<file path="src/rtl/secded_pkg.sv">
package secded_pkg;
  localparam int DATA_W = 64;
  localparam int HAM_W  = 7;
  localparam int CODE_W = 72;

  typedef enum logic [1:0] {ERR_NONE, ERR_SINGLE, ERR_DOUBLE} err_kind_e;

  function automatic bit is_pow2(int p);
    return (p > 0) && ((p & (p - 1)) == 0);
  endfunction

  // codeword index of data bit i (non power-of-two positions, ascending)
  function automatic int data_pos(int i);
    int cnt = 0;
    for (int p = 1; p < CODE_W; p++) begin
      if (!is_pow2(p)) begin
        if (cnt == i) return p;
        cnt++;
      end
    end
    return 0;
  endfunction

  // positions covered by Hamming check k
  function automatic logic [CODE_W-1:0] ham_mask(int k);
    logic [CODE_W-1:0] m = '0;
    for (int p = 1; p < CODE_W; p++) m[p] = ((p >> k) & 1) == 1;
    return m;
  endfunction
endpackage

</file>
<file path="src/rtl/secded_enc.sv">
module secded_enc
  import secded_pkg::*;
(
  input  logic [DATA_W-1:0] data_i,
  output logic [CODE_W-1:0] cw_o
);
  logic [CODE_W-1:0] base;
  logic [HAM_W-1:0]  chk;
  logic [CODE_W-1:0] body;

  assign base[0] = 1'b0;
  for (genvar i = 0; i < DATA_W; i++) begin : g_place
    localparam int P = data_pos(i);
    assign base[P] = data_i[i];
  end
  for (genvar k = 0; k < HAM_W; k++) begin : g_chk
    localparam logic [CODE_W-1:0] M = ham_mask(k);
    assign base[1 << k] = 1'b0;
    assign chk[k] = ^(base & M);
  end

  always_comb begin
    body = base;
    for (int k = 0; k < HAM_W; k++) body = body | (CODE_W'(chk[k]) << (1 << k));
  end

  // overall parity over the whole word lands in bit 0
  assign cw_o = {body[CODE_W-1:1], ^body};
endmodule

</file>
<file path="src/rtl/secded_inj.sv">
module secded_inj
  import secded_pkg::*;
(
  input  logic [CODE_W-1:0] cw_i,
  input  logic              single_i,
  input  logic              double_i,
  output logic [CODE_W-1:0] cw_o
);
  logic [1:0] flip;

  always_comb begin
    if (double_i)      flip = 2'b11;
    else if (single_i) flip = 2'b01;
    else               flip = 2'b00;
  end

  assign cw_o = {cw_i[CODE_W-1:2], cw_i[1:0] ^ flip};
endmodule

</file>
<file path="src/rtl/secded_mem.sv">
module secded_mem #(
  parameter int ADDR_W = 4,
  parameter int WIDTH  = 72
) (
  input  logic              clk_i,
  input  logic              wr_en_i,
  input  logic [ADDR_W-1:0] wr_addr_i,
  input  logic [WIDTH-1:0]  wr_data_i,
  input  logic              rd_en_i,
  input  logic [ADDR_W-1:0] rd_addr_i,
  output logic [WIDTH-1:0]  rd_data_o
);
  localparam int DEPTH = 1 << ADDR_W;

  logic [WIDTH-1:0] mem [DEPTH];

  always_ff @(posedge clk_i) begin
    if (wr_en_i) mem[wr_addr_i] <= wr_data_i;
  end

  // read-first on address collision
  always_ff @(posedge clk_i) begin
    if (rd_en_i) rd_data_o <= mem[rd_addr_i];
  end
endmodule

</file>
<file path="src/rtl/secded_dec.sv">
module secded_dec
  import secded_pkg::*;
(
  input  logic [CODE_W-1:0] cw_i,
  output logic [DATA_W-1:0] data_o,
  output err_kind_e         kind_o
);
  logic [HAM_W-1:0] synd;
  logic             odd;
  logic             in_range;
  logic             fix;

  for (genvar k = 0; k < HAM_W; k++) begin : g_syn
    localparam logic [CODE_W-1:0] M = ham_mask(k);
    assign synd[k] = ^(cw_i & M);
  end

  assign odd      = ^cw_i;
  assign in_range = int'(synd) < CODE_W;
  assign fix      = odd && in_range;

  always_comb begin
    if (fix)                    kind_o = ERR_SINGLE;
    else if (odd || synd != 0)  kind_o = ERR_DOUBLE;
    else                        kind_o = ERR_NONE;
  end

  for (genvar i = 0; i < DATA_W; i++) begin : g_out
    localparam int P = data_pos(i);
    assign data_o[i] = cw_i[P] ^ (fix && (synd == HAM_W'(P)));
  end
endmodule

</file>
<file path="src/rtl/secded_ecc.sv">
module secded_ecc
  import secded_pkg::*;
#(
  parameter int ADDR_W = 4
) (
  input  logic              clk_i,
  input  logic              rst_ni,
  input  logic              wr_en_i,
  input  logic [ADDR_W-1:0] wr_addr_i,
  input  logic [63:0]       wr_data_i,
  input  logic              inj_single_i,
  input  logic              inj_double_i,
  input  logic              rd_en_i,
  input  logic [ADDR_W-1:0] rd_addr_i,
  output logic              rd_valid_o,
  output logic [63:0]       rd_data_o,
  output logic              err_single_o,
  output logic              err_double_o,
  output logic [ADDR_W-1:0] err_addr_o
);
  logic [CODE_W-1:0] enc_cw;
  logic [CODE_W-1:0] wr_cw;
  logic [CODE_W-1:0] rd_cw;
  logic [DATA_W-1:0] dec_data;
  err_kind_e         dec_kind;
  logic              rd_v1;
  logic [ADDR_W-1:0] rd_a1;

  secded_enc u_enc (.data_i(wr_data_i), .cw_o(enc_cw));

  secded_inj u_inj (
    .cw_i    (enc_cw),
    .single_i(inj_single_i & wr_en_i),
    .double_i(inj_double_i & wr_en_i),
    .cw_o    (wr_cw)
  );

  secded_mem #(.ADDR_W(ADDR_W), .WIDTH(CODE_W)) u_mem (
    .clk_i    (clk_i),
    .wr_en_i  (wr_en_i),
    .wr_addr_i(wr_addr_i),
    .wr_data_i(wr_cw),
    .rd_en_i  (rd_en_i),
    .rd_addr_i(rd_addr_i),
    .rd_data_o(rd_cw)
  );

  secded_dec u_dec (.cw_i(rd_cw), .data_o(dec_data), .kind_o(dec_kind));

  always_ff @(posedge clk_i or negedge rst_ni) begin
    if (!rst_ni) begin
      rd_v1 <= 1'b0;
      rd_a1 <= '0;
    end else begin
      rd_v1 <= rd_en_i;
      if (rd_en_i) rd_a1 <= rd_addr_i;
    end
  end

  always_ff @(posedge clk_i or negedge rst_ni) begin
    if (!rst_ni) begin
      rd_valid_o   <= 1'b0;
      rd_data_o    <= '0;
      err_single_o <= 1'b0;
      err_double_o <= 1'b0;
      err_addr_o   <= '0;
    end else begin
      rd_valid_o   <= rd_v1;
      err_single_o <= rd_v1 && (dec_kind == ERR_SINGLE);
      err_double_o <= rd_v1 && (dec_kind == ERR_DOUBLE);
      if (rd_v1) rd_data_o <= dec_data;
      if (rd_v1 && dec_kind != ERR_NONE) err_addr_o <= rd_a1;
    end
  end
endmodule

</file>
<file path="config.mk">
export PLATFORM = sky130hd
export DESIGN_NAME = secded_ecc
export DESIGN_NICKNAME = d
export VERILOG_FILES = /design/src/rtl/secded_pkg.sv /design/src/rtl/secded_enc.sv /design/src/rtl/secded_inj.sv /design/src/rtl/secded_mem.sv /design/src/rtl/secded_dec.sv /design/src/rtl/secded_ecc.sv
export SDC_FILE = /design/constraint.sdc
export NUM_CORES = 1
export LEC_CHECK = 0
export BUFFER_PORTS_ARGS = -buffer_cell sky130_fd_sc_hd__buf_2
export CORE_AREA = 2 2 275 332
export CTS_BUF_LIST = sky130_fd_sc_hd__clkbuf_16
export DETAILED_ROUTE_END_ITERATION = 6
export DIE_AREA = 0 0 277 334
export MAX_ROUTING_LAYER = met4
export PLACE_DENSITY = 0.83
export REMOVE_ABC_BUFFERS = 1
export SYNTH_ARGS = -nofsm -noshare
export SYNTH_HDL_FRONTEND = slang
export SYNTH_HIERARCHICAL = 1
export SYNTH_SLANG_ARGS = --single-unit
export TNS_END_PERCENT = 50
</file>
<file path="constraint.sdc">
create_clock -name clk_i -period 3.5 [get_ports clk_i]
set_input_delay 0 -clock clk_i [delete_from_list [all_inputs] [get_ports clk_i]]
set_output_delay 0 -clock clk_i [all_outputs]
set_load 0.02 [all_outputs]
</file>
==> key figures, run 1 <==
Status
  – Run status: finished clean

Timing
  – Minimum clock period: 3.36 ns
  – Max-slew headroom: 0.224
  – Pins Over Slew Limit: 0
  – Final clock skew: 0.0277 ns
  – Maximum clock rate: 298 MHz
  – RSZ-0062 raised after global routing: no
  – Hold Vio Cnt, Final: 0
  – Fin crit share: 0.959
  – # setup viols final: 0
  – Final setup margin: 0.143 ns
  – Tightest Pin Transition: 1.16 ns

Placed design
  – Placed cell area: 0.0554 mm²
  – Gpl congestion: 0.903
  – Hpwl dp: 75800 µm
  – Port bufs: 148
  – # placed instances: 3793
  – Dpl ws: 0.0263 ns

Clock tree
  – CTS HTree Levels: 3
  – TritonCTS Buffers: 113
  – Clock Latency Late Sink: 0.70 ns
  – Clock Sink Count: 1300
  – Clock root buffer: clkbuf_16
  – CTS tree: built
  – Clk buf depth: 3
  – Clk slew on worst S/H paths: 0.07 ns

Routing
  – Initial DRC Count: 3963
  – Vias per cell: 6.60
  – Detailed Routing Iterations Pass 1: 6
  – Post-route ant nets: 0
  – Vias: 26923
  – DRC Markers: 0
  – Avg WL per Cell: 33.5 µm
  – WL final: 137000 µm

Global route
  – GR Util All Layers: 0.309
  – Largest net degree at the start of global routing: 78
  – Gr ovfl total: 0
  – Vias in the first global route: 27854
  – Initial antenna violation count: 6
  – First-pass GRT wire length: 197000 µm

Synth
  – Sequential element share of the synthesized area: 0.727
  – Mean Syn Cell Area: 20.6 µm²
  – Fraction of registers with async set/reset: 0.0585
  – Yosys cell types: 42
  – Synth area leader: edfxtp_1
  – Top-area cell type share of the netlist area: 0.691
  – Xor and xnor area share after synthesis: 0.0610
  – Largest family of logic cells by synthesized area: multiplexers
  – Post-synth EDFFs: 1224
  – Top cells by count, synth: edfxtp_1 (1224), mux4_2 (288), xnor2_1 (248)
  – Ys Warns: 6
  – FF+latch count, synth: 1300
  – Main flop type after synthesis: edfxtp_1
  – Post-Synth Adder-Cell Area: 0
  – Count leader, synth: edfxtp_1
  – Synth Area in Simple Gates: 0.0181
  – Post-synthesis mux area share: 0.139
  – Synth Area in Compound Gates: 0.0222
  – Synth top area cells: edfxtp_1 (69%), mux4_2 (12%), xnor2_1 (4.1%)
  – Mapped Cells: 2582
  – Synthesized area: 0.0532 mm²

Layout
  – Layout area overhead: 12.4%
  – Ratio of cells with drive above 1 in the final layout: 0.306
  – Non-Filler Instances: 4081
  – Design area: 0.0598 mm²
  – Layout Nets: 2889
  – Core Util, Final: 0.667

Worst setup path
  – Flop-to-flop setup slack: 0.14 ns
  – Crit path max fanout: 4
  – WP depth: 9
  – CP Data Arrival Time: 3.93 ns
  – Top delay family on crit path: XOR/XNOR gates
  – Setup crit start kind: flip-flop
  – WP data required: 4.07 ns
  – WS Path Type: flip-flop to flip-flop
  – R2R depth: 9
  – CP bufs+invs: 0
  – CP most frequent cell: xnor2_1
  – CP Cell Sequence: xnor2_1 -> xnor2_1 -> xnor2_1 -> xor2_1 -> nand3_1 -> o21ai_1 -> a31oi_1 -> o21ai_2 -> mux2_2
  – Crit path capture type: flip-flop
  – Slowest stage cell, crit path: edfxtp_1
  – Crit-path max cell delay: 0.56 ns

Floorplanning
  – DIE AREA: 0.0925 mm²
  – Die Height: 334 µm
  – Die W: 277 µm
  – Starting Density: 0.593
  – I/O pins: 149
  – Core Box Area: 0.0896 mm²
  – Row count: 121

Hold path
  – Min-delay worst type: input pin to asynchronous set/reset pin

Power and ir drop
  – PD cells: 697 mW/mm²
  – Pleak: 19.8 nW
  – Sequential fraction of design power: 0.464
  – Power Total: 41.7 mW
  – Part of the power in the clock network: 0.298
  – Total internal power: 29.4 mW
  – Net switching power: 12.3 mW
  – Net Sw Frac: 0.294
  – Max IR drop VDD: 0.768 mV
  – Combinational power share: 0.239

Run
  – Maxcap violations: 0
## metrics by stage
step	setup TNS, ns	hold WS [ns]
global route	0	0.0995
floorplan	-903.60	-0.296
CTS	0	0.0514
global placement	0	0.217
detailed placement	0	0.244
finish	0	0.0440
## placed cells by master (no fill, tap or decap), types with 33 or more instances in the layout
cell type,synthesis,final
nand2_1,76,76
clkbuf_16,0,118
buf_12,0,37
dlygate4sd3_1,0,71
clkinv_2,0,33
xnor2_1,248,247
dfrtp_1,76,75
mux2_2,34,34
a22oi_1,144,144
buf_4,148,111
buf_2,18,144
mux4_2,288,288
nand3_1,55,55
edfxtp_1,1224,1224
xor2_1,38,38
## per-layer routing
layer / global-route usage / wire [µm]
met1: 0.392 / 47500
met2: 0.493 / 67800
met3: 0.0539 / 14700
met4: 0.143 / 6810
met5: - / 0
## power by group through the flow
stage	Clock, mW	Sequential (mW)	Combinational [mW]
6_report	12.4	19.3	9.95
5_1_grt	13.0	19.4	10.4
4_1_cts	12.5	19.1	9.49
3_5_place_dp	0	19.4	9.31
3_3_place_gp	0	19.4	9.15
2_1_floorplan	0	19.6	5.30
## state kept, by name (all words and copies together) (netlist names), 4 cells and up
register,count
u_mem/mem,1152
u_mem/rd_data_o,72
rd_data_o,64
err_addr_o,4
rd_a1,4
## path summary, 6_finish.rpt
kind	startpoint	end
hold / removal	rst_ni	rd_data_o[48]
max in group asynchronous	rst_ni	rd_v1
setup / recovery	u_mem/rd_data_o[19]	err_addr_o[1]
hold reg to reg	rd_data_o[59]	rd_data_o[59]
setup reg to reg	u_mem/rd_data_o[19]	err_addr_o[1]
min in group clk_i	wr_addr_i[1]	u_mem/mem[0][35]
## kinds of logic after synthesis
family                 count (synthesis)
flip-flops                          1300
XOR/XNOR                             322
AND/OR/NAND/NOR                      191
AO/OA/AOI/OAI                        157
multiplexers                         360
buffers and inverters                252
## final cells by class
cell class	instances	area, µm²
flip-flops and latches	1300	38700
fillers	5336	29800
multi-input cells	1030	12900
well taps	1168	1460
diodes	7	17.5
inverters	1	3.75
clock buffers	118	2950
clock inverters	92	733
repair buffers	365	3040
## timing repair
action	in CTS	in global routing
endpoints found under the hold margin	1105	0
hold buffers	71	0
endpoints found under the setup margin	0	16
buffers inserted	0	0
resized for setup	0	1
(Power assumes the default switching activity.)
==> run 2: changes to the inputs <==
Settings changed: PLACE_DENSITY 0.83 to 0.77.
==> run 2 against run 1 <==
Effect of this change:
- the run now ends with hold timing left
- via count down 1.5%
- critical path depth is 1 higher
- sequential power about the same
- final area is 0.12% lower
- die area is the same
- hold slack got worse by 0.044 ns
- clock power barely moved
- first-iteration DRC count shrank 15%
- combinational power decreased by 3.1%
- critical path type unchanged
- largest cell class unchanged
==> key figures, run 2 (synthesis results as in run 1) <==
Placed design
  – Dpl ws: -0.0233 ns (-0.0496 ns)
  – Hpwl dp: 73300 µm (-3.4%)
  – Gpl congestion: 0.920 (+1.8%)
  – # placed instances: 3792 (-0.026%)
  – Port bufs: 148 (unchanged)

Power and ir drop
  – Combinational power share: 0.233 (-0.006)
  – PD cells: 691 mW/mm² (-0.84%)
  – Part of the power in the clock network: 0.299 (about the same)
  – Total internal power: 29.3 mW (-0.63%)
  – Pleak: 19.8 nW (about the same)
  – Sequential fraction of design power: 0.468 (+0.004)
  – Net Sw Frac: 0.292 (-0.00234)
  – Max IR drop VDD: 0.901 mV (+17%)
  – Net switching power: 12.0 mW (-1.8%)

Status
  – Failing checks: hold timing
  – Run status: finished, violations left

Timing
  – Setup TNS: 0 ns (unchanged)
  – Final clock skew: 0.0366 ns (+0.00887 ns)
  – Maximum clock rate: 292 MHz (-2.0%)
  – Fin crit share: 0.978 (+0.0192)
  – Max-slew headroom: 0.168 (-0.0568)
  – Minimum clock period: 3.42 ns (+0.0673 ns)
  – Hold slack: -0.000120 ns (-0.0441 ns)
  – Tightest Pin Transition: 1.24 ns (+0.0785 ns)
  – Final setup margin: 0.0757 ns (-0.0673 ns)
  – Hold Vio Cnt, Final: 2 (+2)
  – Pins Over Slew Limit: 0 (unchanged)
  – # setup viols final: 0 (unchanged)

Layout
  – Fillers: 5473 (+2.6%)
  – Most frequent cells in the layout: edfxtp_1 (1224), mux4_2 (288), xnor2_1 (245)
  – Layout area overhead: 12.3%
  – Largest register FFs: 1152 (unchanged)
  – Biggest regs: u_mem/mem (1152), u_mem/rd_data_o (72), rd_data_o (64)
  – Layout Nets: 2891 (+0.069%)
  – Non-Filler Instances: 4077 (-0.098%)
  – Biggest register: u_mem/mem
  – Ratio of cells with drive above 1 in the final layout: 0.302 (-0.00399)
  – Most common cell after layout, fill and taps aside: edfxtp_1

Clock tree
  – Clk buf depth: 3 (unchanged)
  – Clock root buffer: clkbuf_16
  – Clk slew on worst S/H paths: 0.06 ns (about the same)
  – CTS HTree Levels: 3 (unchanged)
  – Clock Latency Late Sink: 0.71 ns (about the same)
  – Clock Sink Count: 1300 (unchanged)
  – CTS tree: built
  – Post-CTS setup buffers: 0 (unchanged)
  – TritonCTS Buffers: 115 (+1.8%)

Floorplanning
  – Die Height: 334 µm (unchanged)
  – Row count: 121 (unchanged)
  – Die W: 277 µm (unchanged)
  – Core Box Area: 0.0896 mm² (unchanged)
  – I/O pins: 149 (unchanged)
  – Starting Density: 0.593 (unchanged)
  – DIE AREA: 0.0925 mm² (unchanged)

Routing
  – Vias per cell: 6.51 (-1.4%)
  – Vias: 26532 (-1.5%)
  – Initial DRC Count: 3380 (-15%)
  – Detailed Routing Iterations Pass 1: 5 (-1)
  – WL final: 129000 µm (-5.4%)
  – Post-route ant nets: 0 (unchanged)
  – DRC Markers: 0 (unchanged)
  – Avg WL per Cell: 31.7 µm (-5.4%)

Run
  – Maxcap violations: 0 (unchanged)

Worst setup path
  – R2R depth: 10 (+1)
  – WP data required: 4.08 ns (about the same)
  – WS Path Type: flip-flop to flip-flop
  – CP Data Arrival Time: 4.00 ns (+0.07 ns)
  – Setup crit start kind: flip-flop
  – Crit path max fanout: 6 (+2)
  – Crit path capture type: flip-flop

Global route
  – Vias in the first global route: 27431 (-1.5%)
  – First-pass GRT wire length: 187000 µm (-4.8%)
  – Largest net degree at the start of global routing: 78 (unchanged)
  – Initial antenna violation count: 4 (-2)
  – GR Util All Layers: 0.292 (-0.0167)
  – Gr ovfl total: 0 (unchanged)

Hold path
  – Min-delay worst type: input pin to asynchronous set/reset pin
run 2: cell types whose count changed in the layout (fill, tap and decap cells not counted), sizes merged:
| cell | delta |
|---|---|
| clkinv | -12 |
| inv | +12 |
| diode | -6 |
| clkinvlp | +3 |
| buf | -1 |
| clkbuf | -1 |
| dlygate4sd3 | +1 |
run 2: path summary, 6_finish.rpt:
check	startpoint	endpoint	slack, ns
setup reg to reg	u_mem/rd_data_o[39]	err_addr_o[2]	0.08
min in group clk_i	wr_addr_i[0]	u_mem/mem[4][65]	0.03
hold / removal	rst_ni	err_addr_o[2]	-0.0001
max in group asynchronous	rst_ni	rd_v1	2.71
setup / recovery	u_mem/rd_data_o[39]	err_addr_o[2]	0.08
hold reg to reg	rd_data_o[56]	rd_data_o[56]	0.50
run 2: final cells by class:
| class | count | area (µm²) | area share |
|---|---|---|---|
| Sequential cell | 1300 | 38700 | 0.647 |
| Multi-Input combinational cell | 1030 | 13000 | 0.217 |
| Timing Repair Buffer | 365 | 2990 | 0.0500 |
| Clock buffer | 117 | 2930 | 0.0490 |
| Tap cell | 1168 | 1460 | 0.0245 |
| Clock inverter | 95 | 726 | 0.0122 |
| Inverter | 1 | 3.75 | 0.0000628 |
| Antenna cell | 1 | 2.50 | 0.0000419 |
run 2: through the flow:
step / power, mW / util / area, µm² / hold slack, ns
finish: 41.3 / 0.666 / 59700 / -0.000120
global route: 42.4 / 0.666 / 59700 / 0.0553
CTS: 40.7 / 0.666 / 59700 / 0.0191
detailed placement: 28.5 / 0.617 / 55300 / 0.232
global placement: 28.3 / 0.617 / 55300 / 0.224
floorplan: 24.9 / - / 51500 / -0.296
run 2: power groups by stage:
stage	registers (mW)	logic (mW)	clock network, mW
finish	19.3	9.64	12.3
global route	19.3	10.1	13.0
CTS	19.1	9.18	12.4
detailed placement	19.4	9.09	0
global placement	19.4	8.89	0
floorplan	19.6	5.30	0
run 2: worst max-delay path: stages, from the launching register on:
cell and delay [ns]:
edfxtp_1 0.54, xor2_1 0.37, xnor2_1 0.19, xnor2_1 0.45
xor2_2 0.32, nor3_1 0.08, o2111a_1 0.27, o21bai_1 0.20
a31oi_2 0.35, o21ai_2 0.18, mux2_2 0.33
run 2: repair_timing:
action / CTS / global route
setup endpoints to repair: 0 / 23
hold buffers: 72 / 0
endpoints found under the hold margin: 1114 / 0
resized for setup: 0 / 4
run 2: layer usage:
metal / GRT usage / vias to the layer above / wire length (µm)
met3: 0.0401 / 232 / 12300
met2: 0.478 / 1668 / 65600
li1: - / 10718 / -
met1: 0.383 / 13914 / 47100
met5: - / - / 0
met4: 0.102 / 0 / 4300
